## config.mk

```make
export PLATFORM = sky130hd
export DESIGN_NAME = mesh_route_compute
export DESIGN_NICKNAME = d
export VERILOG_FILES = /design/src/rtl/mrc_pkg.sv /design/src/rtl/mrc_mode_sel.sv /design/src/rtl/mrc_dir_calc.sv /design/src/rtl/mesh_route_compute.sv
export SDC_FILE = /design/constraint.sdc
export NUM_CORES = 1
export LEC_CHECK = 0
export BUFFER_PORTS_ARGS = -buffer_cell sky130_fd_sc_hd__buf_4
export CAP_MARGIN = 20
export CORE_MARGIN = 2
export CORE_UTILIZATION = 44
export DETAILED_ROUTE_END_ITERATION = 7
export PLACE_DENSITY = 0.8
export SLEW_MARGIN = 10
export SYNTH_ARGS = -nofsm -noshare
export SYNTH_HDL_FRONTEND = slang
export SYNTH_SLANG_ARGS = --single-unit
```

## constraint.sdc

```tcl
create_clock -name clk -period 2.01 [get_ports clk]
set_clock_uncertainty 0.2 [all_clocks]
set_input_delay 0.402 -clock clk [delete_from_list [all_inputs] [get_ports clk]]
set_output_delay 0.402 -clock clk [all_outputs]
set_load 0.01 [all_outputs]
```

## src/rtl/mrc_pkg.sv

```systemverilog
package mrc_pkg;
  localparam int PORT_W = 3;
  typedef logic [PORT_W-1:0] port_t;
  localparam port_t P_LOCAL = 3'd0;
  localparam port_t P_NORTH = 3'd1;
  localparam port_t P_SOUTH = 3'd2;
  localparam port_t P_EAST  = 3'd3;
  localparam port_t P_WEST  = 3'd4;
  localparam int DEF_THR_FOB = 20;
  localparam int DEF_THR_LAT = 400;
endpackage

```

## src/rtl/mrc_mode_sel.sv

```systemverilog
module mrc_mode_sel #(
  parameter int FOB_W = 8,
  parameter int LAT_W = 12
) (
  input  logic [FOB_W-1:0] fob,
  input  logic [FOB_W-1:0] thr_fob,
  input  logic [LAT_W-1:0] lat,
  input  logic [LAT_W-1:0] thr_lat,
  output logic             dor
);
  logic fob_over, lat_over;
  always_comb begin
    fob_over = fob > thr_fob;
    lat_over = lat > thr_lat;
    dor      = fob_over && lat_over;
  end
endmodule

```

## src/rtl/mrc_dir_calc.sv

```systemverilog
module mrc_dir_calc
  import mrc_pkg::*;
#(
  parameter int X_W = 3,
  parameter int Y_W = 3
) (
  input  logic [X_W-1:0] cur_x,
  input  logic [Y_W-1:0] cur_y,
  input  logic [X_W-1:0] dst_x,
  input  logic [Y_W-1:0] dst_y,
  input  logic           dor,
  output port_t          pri,
  output port_t          alt,
  output logic           single
);
  port_t xdir, ydir;
  logic  x_go, y_go;

  always_comb begin
    x_go = dst_x != cur_x;
    y_go = dst_y != cur_y;
    xdir = (dst_x > cur_x) ? P_EAST  : P_WEST;
    ydir = (dst_y > cur_y) ? P_NORTH : P_SOUTH;
    if (!x_go && !y_go) begin
      pri    = P_LOCAL;
      alt    = P_LOCAL;
      single = 1'b1;
    end else if (x_go && y_go && !dor) begin
      pri    = xdir;
      alt    = ydir;
      single = 1'b0;
    end else begin
      pri    = x_go ? xdir : ydir;
      alt    = pri;
      single = 1'b1;
    end
  end

  always_comb begin
    AST_SINGLE_SAME: assert (!single || pri == alt);
    AST_PAIR_DIFFER: assert (single || (pri != alt && pri != P_LOCAL && alt != P_LOCAL));
    AST_LOCAL_ONLY:  assert ((pri == P_LOCAL) == (!x_go && !y_go));
  end
endmodule

```

## src/rtl/mesh_route_compute.sv

```systemverilog
module mesh_route_compute
  import mrc_pkg::*;
#(
  parameter int X_W    = 3,
  parameter int Y_W    = 3,
  parameter int FOB_W  = 8,
  parameter int LAT_W  = 12,
  parameter int DATA_W = 32
) (
  input  logic              clk,
  input  logic              rst_n,
  input  logic [X_W-1:0]    cur_x,
  input  logic [Y_W-1:0]    cur_y,
  input  logic [FOB_W-1:0]  thr_fob,
  input  logic [LAT_W-1:0]  thr_lat,
  input  logic              in_vld,
  output logic              in_rdy,
  input  logic              in_head,
  input  logic              in_tail,
  input  logic [X_W-1:0]    in_dst_x,
  input  logic [Y_W-1:0]    in_dst_y,
  input  logic [FOB_W-1:0]  in_fob,
  input  logic [LAT_W-1:0]  in_lat,
  input  logic [DATA_W-1:0] in_data,
  output logic              out_vld,
  input  logic              out_rdy,
  output logic              out_head,
  output logic              out_tail,
  output logic [DATA_W-1:0] out_data,
  output logic [PORT_W-1:0] out_pri,
  output logic [PORT_W-1:0] out_alt,
  output logic              out_single,
  output logic              out_dor
);
  logic  calc_dor, calc_single;
  port_t calc_pri, calc_alt;
  port_t hold_pri, hold_alt;
  logic  hold_single, hold_dor;
  logic  take;

  mrc_mode_sel #(.FOB_W(FOB_W), .LAT_W(LAT_W)) i_mode (
    .fob(in_fob), .thr_fob(thr_fob), .lat(in_lat), .thr_lat(thr_lat), .dor(calc_dor)
  );

  mrc_dir_calc #(.X_W(X_W), .Y_W(Y_W)) i_dir (
    .cur_x(cur_x), .cur_y(cur_y), .dst_x(in_dst_x), .dst_y(in_dst_y),
    .dor(calc_dor), .pri(calc_pri), .alt(calc_alt), .single(calc_single)
  );

  assign in_rdy = !out_vld || out_rdy;
  assign take   = in_vld && in_rdy;

  always_ff @(posedge clk or negedge rst_n) begin
    if (!rst_n) begin
      out_vld     <= 1'b0;
      out_head    <= 1'b0;
      out_tail    <= 1'b0;
      out_data    <= '0;
      out_pri     <= P_LOCAL;
      out_alt     <= P_LOCAL;
      out_single  <= 1'b1;
      out_dor     <= 1'b0;
      hold_pri    <= P_LOCAL;
      hold_alt    <= P_LOCAL;
      hold_single <= 1'b1;
      hold_dor    <= 1'b0;
    end else begin
      if (in_rdy) out_vld <= in_vld;
      if (take) begin
        out_head <= in_head;
        out_tail <= in_tail;
        out_data <= in_data;
        if (in_head) begin
          out_pri     <= calc_pri;
          out_alt     <= calc_alt;
          out_single  <= calc_single;
          out_dor     <= calc_dor;
          hold_pri    <= calc_pri;
          hold_alt    <= calc_alt;
          hold_single <= calc_single;
          hold_dor    <= calc_dor;
        end else begin
          out_pri     <= hold_pri;
          out_alt     <= hold_alt;
          out_single  <= hold_single;
          out_dor     <= hold_dor;
        end
      end
    end
  end

  AST_STALL_HOLD: assert property (@(posedge clk) disable iff (!rst_n)
    out_vld && !out_rdy |=> out_vld && $stable(out_pri) && $stable(out_alt) && $stable(out_data) && $stable(out_tail));
  AST_DOR_IS_SINGLE: assert property (@(posedge clk) disable iff (!rst_n)
    out_vld && out_dor |-> out_single);
  AST_BODY_KEEPS: assert property (@(posedge clk) disable iff (!rst_n)
    take && !in_head && out_vld && !out_head |=> $stable(out_pri) && $stable(out_alt));
  AST_LOCAL_SINGLE: assert property (@(posedge clk) disable iff (!rst_n)
    out_vld && out_pri == P_LOCAL |-> out_single && out_alt == P_LOCAL);
endmodule

```

==> run_results.csv, run 1 <==
group,metric,value,unit
detailed_routing,drc,0,
timing,max_freq,0.5019,GHz
min_path,min_to,"out_vld",
timing,setup_viol,0,
synthesis,netlist_area,2280,sq um
pwr,pwr-share-clk,25.0,%
pwr,p_int,1.850,mW
timing,max-slew-margin-rel,65.06,%
die,fp.coreArea,5042,sq um
timing,fin_crit_sh,99.13,%
placed_design,hpwl,4.696,mm
die,row_count,26,
grt,grt_usage,21.03,%
pwr,finalPower,2.530,mW
synthesis,ys_warn_count,0,
synthesis,synthCells,202,
timing,slew_violations,0,
flow_run,max_cap_violations,0,
run_status,status,"complete, no violations",
detailed_routing,vias,2057,
placed_design,io_buffers,133,
pwr,p_switching,0.6798,mW
synthesis,syn-num-nets,318,
pwr,p_comb_share,32.5,%
synthesis,synth_area_leaders,"dfrtp_1 (46%), mux2_2 (17%), ha_1 (14%), inv_1 (4.3%), nand2_1 (3.1%)",
pwr,power.density,686.3,nW/um^2
clock_tree,cts_root_buf,"clkbuf_8",
placed_design,placed_area,3480,sq um
synthesis,ys_ff_latch,43,
clock_tree,clk_path_buf_depth,2,
pwr,irDropWorstVdd,0.4045,mV
synthesis,seq_area_frac_synth,47.26,%
final_layout,diodes,0,
synthesis,synth-edff-count,0,
worst_setup_path,worstSetupPathType,"in -> reg",
worst_setup_path,reg2reg_to,"hold_alt[1]",
timing,tightest_slew,524.1,ps
die,die_w,75.98,um
timing,setup_tns,0,ps
clock_tree,htree_num_levels,2,
timing,period_needed,1993,ps
placed_design,place.gp.congestion,0.7513,
detailed_routing,viasPerCell,4.957,
worst_setup_path,r2r-start,"out_vld",
synthesis,synthDistinctLibCells,27,
detailed_routing,drtAntennaViolNets,0,
grt,grt_max_degree,44,
detailed_routing,routed_wl,5.862,mm
detailed_routing,wl_per_cell,14.13,um
worst_setup_path,arrival,1970,ps
worst_setup_path,critPathRequiredTime,1990,ps
grt,grt_overflow,0,
grt,grt_pass1_wl,9.680,mm
die,initial_core_util,45.21,%
detailed_routing,drt-initial-drc-count,51,
clock_tree,path_clk_slew,70,ps
min_path,holdCritPathClass,"in -> reg",
die,die_y,75.98,um
timing,grt_setup_unrepaired,"yes",
pwr,power_frac_seq,42.5,%
synthesis,synthFlopType,"dfrtp_1",
pwr,p_leak,1.872,nW
worst_setup_path,path_max_fanout,4,
final_layout,final_area,3686,sq um
synthesis,yosysTopAreaCell,"dfrtp_1",
min_path,hold_depth,2,
final_layout,syn_to_final_growth,61.69,%
final_layout,drive_above_1_share,58.55,%
worst_setup_path,reg2reg_depth,6,
worst_setup_path,setup.worst_path.start_class,"primary input",
die,io_pins,134,
clock_tree,cts_sinks,43,
grt,grt_pass1_vias,2092,
synthesis,synth_most_common_cell,"dfrtp_1",
pwr,switching_share,26.87,%
worst_setup_path,worstSetupEndpointType,"flip-flop",
worst_setup_path,ff2ff_setup_slack,400,ps
detailed_routing,drt-pass1-iter-count,4,
die,die-area,5773,sq um
clock_tree,cts-buffers-inserted,5,
synthesis,synthArstFlopShare,100.0,%
final_layout,nets,461,
placed_design,dp_cells,405,
clock_tree,clock_latency,290,ps
grt,antenna_found_initial,0,
synthesis,syn_avg_cell_area,11.29,sq um
timing,holdWs,135.4,ps
clock_tree,cts_tree,"done",
synthesis,synth_top_cells_by_count,"dfrtp_1 (42), mux2_2 (34), ha_1 (26), inv_1 (26), nand2_1 (19)",
min_path,min_from,"in_vld",
synthesis,netlist.area_leader.share,46.10,%
final_layout,layout.cells.non_filler,415,
timing,final_hold_viol_count,0,
[metrics by stage]
step | utilization, % | setup WS (ps)
floorplan | - | -108.4
global placement | 69.01 | -313.2
detailed placement | 69.01 | -337.7
CTS | 72.41 | -27.60
global route | 73.10 | -44.34
finish | 73.10 | 17.45
[how the worst max path moves through the flow]
stage / slack [ps] / cells past startpoint / startpoint / endpoint
2_1_floorplan: -110 / 7 / in_lat[11] / hold_alt[1]
3_3_place_gp: -310 / 9 / thr_lat[11] / hold_alt[0]
3_5_place_dp: -340 / 9 / thr_lat[11] / hold_alt[0]
4_1_cts: -30 / 9 / thr_lat[10] / hold_alt[0]
5_1_grt: -40 / 9 / thr_lat[11] / hold_alt[0]
6_report: 20 / 8 / in_lat[11] / hold_alt[0]
[worst max-delay path, stage by stage]
cell,delay [ps]
buf_6,90
ha_4,260
nand4_1,160
or3_1,360
a31oi_1,200
o221a_2,280
a2bb2oi_2,140
o21ai_1,70
[power by group through the flow]
stage | combinational, mW | sequential, mW | clock, mW
4_1_cts | 0.817 | 1.08 | 0.649
6_report | 0.822 | 1.08 | 0.632
3_3_place_gp | 0.778 | 1.08 | 0
2_1_floorplan | 0.272 | 1.15 | 0
5_1_grt | 0.898 | 1.10 | 0.682
3_5_place_dp | 0.798 | 1.09 | 0
[routing by layer]
metal | vias to the layer above | part of all wire (%) | track usage, %
met1 | 954 | 39 | 24.44
met4 | 0 | 2.2 | 7.636
met2 | 104 | 50 | 37.14
li1 | 987 | - | -
met3 | 12 | 8.9 | 5.924
met5 | - | 0 | 0
[cell families (layout without fill, tap and decap cells)]
group	count (synthesis)	after routing	synth area share, %
AO/OA/AOI/OAI	25	25	7.026
adder cells (fa/ha/maj)	26	26	14.27
buffers and inverters	30	173	5.104
flip-flops	43	43	47.26
multiplexers	34	34	16.79
AND/OR/NAND/NOR	44	44	9.550
[repair_timing]
item | 4_1_cts | 5_1_grt
endpoints found under the hold margin | 42 | 0
buffers inserted | 2 | 0
resized for setup | 13 | 7
pin swaps | 12 | 6
setup endpoints to repair | 2 | 4
hold buffers | 1 | 0
[layout by cell type (no fill, tap or decap), types with 4 or more instances in the layout]
master      n
nand3_1     4
a21oi_1     8
nand2_1    19
nand2b_1    5
nand4_1     4
dfrtp_1    42
mux2_2     34
o21ai_0     4
nor2_1      4
clkbuf_8    5
buf_6       7
inv_1      20
ha_4        7
buf_4     129
ha_1       19
[area by class of cell]
type                    instances  area (sq um)
well taps                      70         87.58
repair buffers                140          1112
inverters                      26         105.1
flip-flops and latches         43          1077
clock buffers                   6         72.57
multi-input cells             129          1201
clock inverters                 1         30.03
fillers                       361          1356
[flip-flops by register name, indices dropped and copies added, names as in the netlist]
signal and count:
hold_alt 3, hold_single 1, out_head 1, hold_pri 3, out_dor 1, out_tail 1
out_vld 1, out_data 32
Power figures use the tool's default switching activity.
==> run 2: changes to the inputs <==
--- a/config.mk
+++ b/config.mk
@@ -10,7 +10,7 @@
 export CORE_MARGIN = 2
 export CORE_UTILIZATION = 44
 export DETAILED_ROUTE_END_ITERATION = 7
-export PLACE_DENSITY = 0.8
+export PLACE_DENSITY = 0.81
 export SLEW_MARGIN = 10
 export SYNTH_ARGS = -nofsm -noshare
 export SYNTH_HDL_FRONTEND = slang
==> run_results.csv, run 2 (synthesis results as in run 1) <==
group,metric,value,unit
final_layout,final_common_cell,"buf_4",
placed_design,io_buffers,133,
timing,setup_tns,-22.03,ps
clock_tree,path_clk_slew,80,ps
worst_setup_path,r2r-start,"out_vld",
clock_tree,clk_path_buf_depth,2,
timing,max-slew-margin-rel,64.52,%
die,fp.coreArea,5042,sq um
pwr,finalPower,2.533,mW
placed_design,preCtsSetupSlack,-343.2,ps
worst_setup_path,startpoint,"thr_fob[1]",
timing,tightest_slew,532.2,ps
final_layout,final_cell_mix,"buf_4 (129), dfrtp_1 (42), mux2_2 (34)",
detailed_routing,drtAntennaViolNets,0,
detailed_routing,drt-initial-drc-count,49,
final_layout,diodes,0,
clock_tree,cts-buffers-inserted,5,
worst_setup_path,critPathRequiredTime,2020,ps
grt,antenna_found_initial,0,
timing,period_needed,2032,ps
grt,grt_max_degree,44,
pwr,switching_share,27.39,%
clock_tree,cts_root_buf,"clkbuf_8",
timing,slew_violations,0,
grt,grt_pass1_wl,9.011,mm
die,io_pins,134,
timing,grt_setup_unrepaired,"yes",
min_path,min_from,"in_vld",
final_layout,regMostFlops,"out_data",
final_layout,final_area,3616,sq um
timing,setup_viol,1,
worst_setup_path,setup.worst_path.start_class,"primary input",
final_layout,layout.cells.non_filler,413,
pwr,irDropWorstVdd,0.4225,mV
clock_tree,cts_sinks,43,
final_layout,fillers,366,
die,initial_core_util,45.21,%
clock_tree,postCtsSetupRepairBufs,0,
grt,grt_pass1_vias,1949,
timing,holdWs,116.4,ps
clock_tree,htree_num_levels,2,
clock_tree,cts_tree,"done",
die,die-area,5773,sq um
detailed_routing,drt-pass1-iter-count,4,
timing,final_hold_viol_count,0,
die,die_w,75.98,um
die,row_count,26,
grt,grt_usage,19.52,%
timing,fin_crit_sh,101.1,%
worst_setup_path,worstSetupPathType,"in -> reg",
pwr,p_int,1.839,mW
detailed_routing,vias,2008,
detailed_routing,wl_per_cell,13.53,um
placed_design,hpwl,4.571,mm
pwr,power.density,700.6,nW/um^2
pwr,p_comb_share,31.4,%
grt,grt_overflow,0,
placed_design,dp_cells,404,
worst_setup_path,arrival,2040,ps
die,die_y,75.98,um
run_status,status,"finished with violations",
final_layout,reg_top3,"out_data: 32 flops, hold_alt: 3 flops, hold_pri: 3 flops",
placed_design,placed_area,3460,sq um
final_layout,fin_util,71.71,%
final_layout,largest_reg_flops,32,
pwr,p_switching,0.6938,mW
flow_run,max_cap_violations,0,
timing,finalWorstSetupSlack,-22.03,ps
pwr,pwr-share-clk,26.2,%
clock_tree,clock_latency,290,ps
worst_setup_path,path_max_fanout,4,
worst_setup_path,worstSetupEndpointType,"flip-flop",
pwr,p_leak,1.854,nW
detailed_routing,viasPerCell,4.862,
run_status,violations,"negative setup slack",
timing,max_freq,0.4921,GHz
final_layout,nets,458,
worst_setup_path,reg2reg_depth,6,
detailed_routing,drc,0,
min_path,holdCritPathClass,"in -> reg",
pwr,power_frac_seq,42.4,%
final_layout,syn_to_final_growth,58.62,%
min_path,hold_depth,2,
placed_design,place.gp.congestion,0.7428,
detailed_routing,routed_wl,5.589,mm
final_layout,drive_above_1_share,57.14,%
[run 2: what timing repair did]
action,in CTS,in global routing
endpoints found under the hold margin,42,0
hold buffers,1,0
gates resized for setup,0,11
setup endpoints to repair,1,4
pin swaps,3,2
[run 2: critical path: stages]
cell      delay [ps]
buf_4            110
inv_2             50
ha_4             190
nor2b_1          130
o211ai_1         180
a21oi_1          100
o221a_2          300
or4_4            500
o211ai_2          80
[run 2: final timing paths]
path,slack [ps],endpoint
setup / recovery,-20,hold_alt[1]
hold / removal,120,out_vld
setup reg to reg,370,hold_alt[1]
hold reg to reg,280,hold_pri[2]
max in group asynchronous,800,hold_single
min in group asynchronous,420,out_data[26]
[run 2: power groups by stage]
| stage | logic (mW) | registers [mW] | clock network (mW) |
|---|---|---|---|
| finish | 0.795 | 1.07 | 0.664 |
| global route | 0.864 | 1.09 | 0.712 |
| CTS | 0.793 | 1.07 | 0.686 |
| detailed placement | 0.789 | 1.09 | 0 |
| global placement | 0.768 | 1.08 | 0 |
| floorplan | 0.272 | 1.15 | 0 |
[run 2: cell type report]
type	instances	area, sq um	share of cell area, %
tap	70	87.58	2.422
inverter	26	102.6	2.837
multi-input combinational	129	1170	32.35
clock inverter	3	43.79	1.211
sequential	43	1077	29.79
timing repair buffer	137	1066	29.48
clock buffer	5	68.82	1.903
[run 2: metal layers]
metal / vias up / routed length [um] / part of all wire, % / track usage [%]
met3: 11 / 465 / 8.3 / 5.806
met2: 101 / 2685 / 48 / 32.59
li1: 980 / - / - / -
met1: 916 / 2299 / 41 / 23.35
met5: - / 0 / 0 / 0
met4: 0 / 138 / 2.5 / 8.909
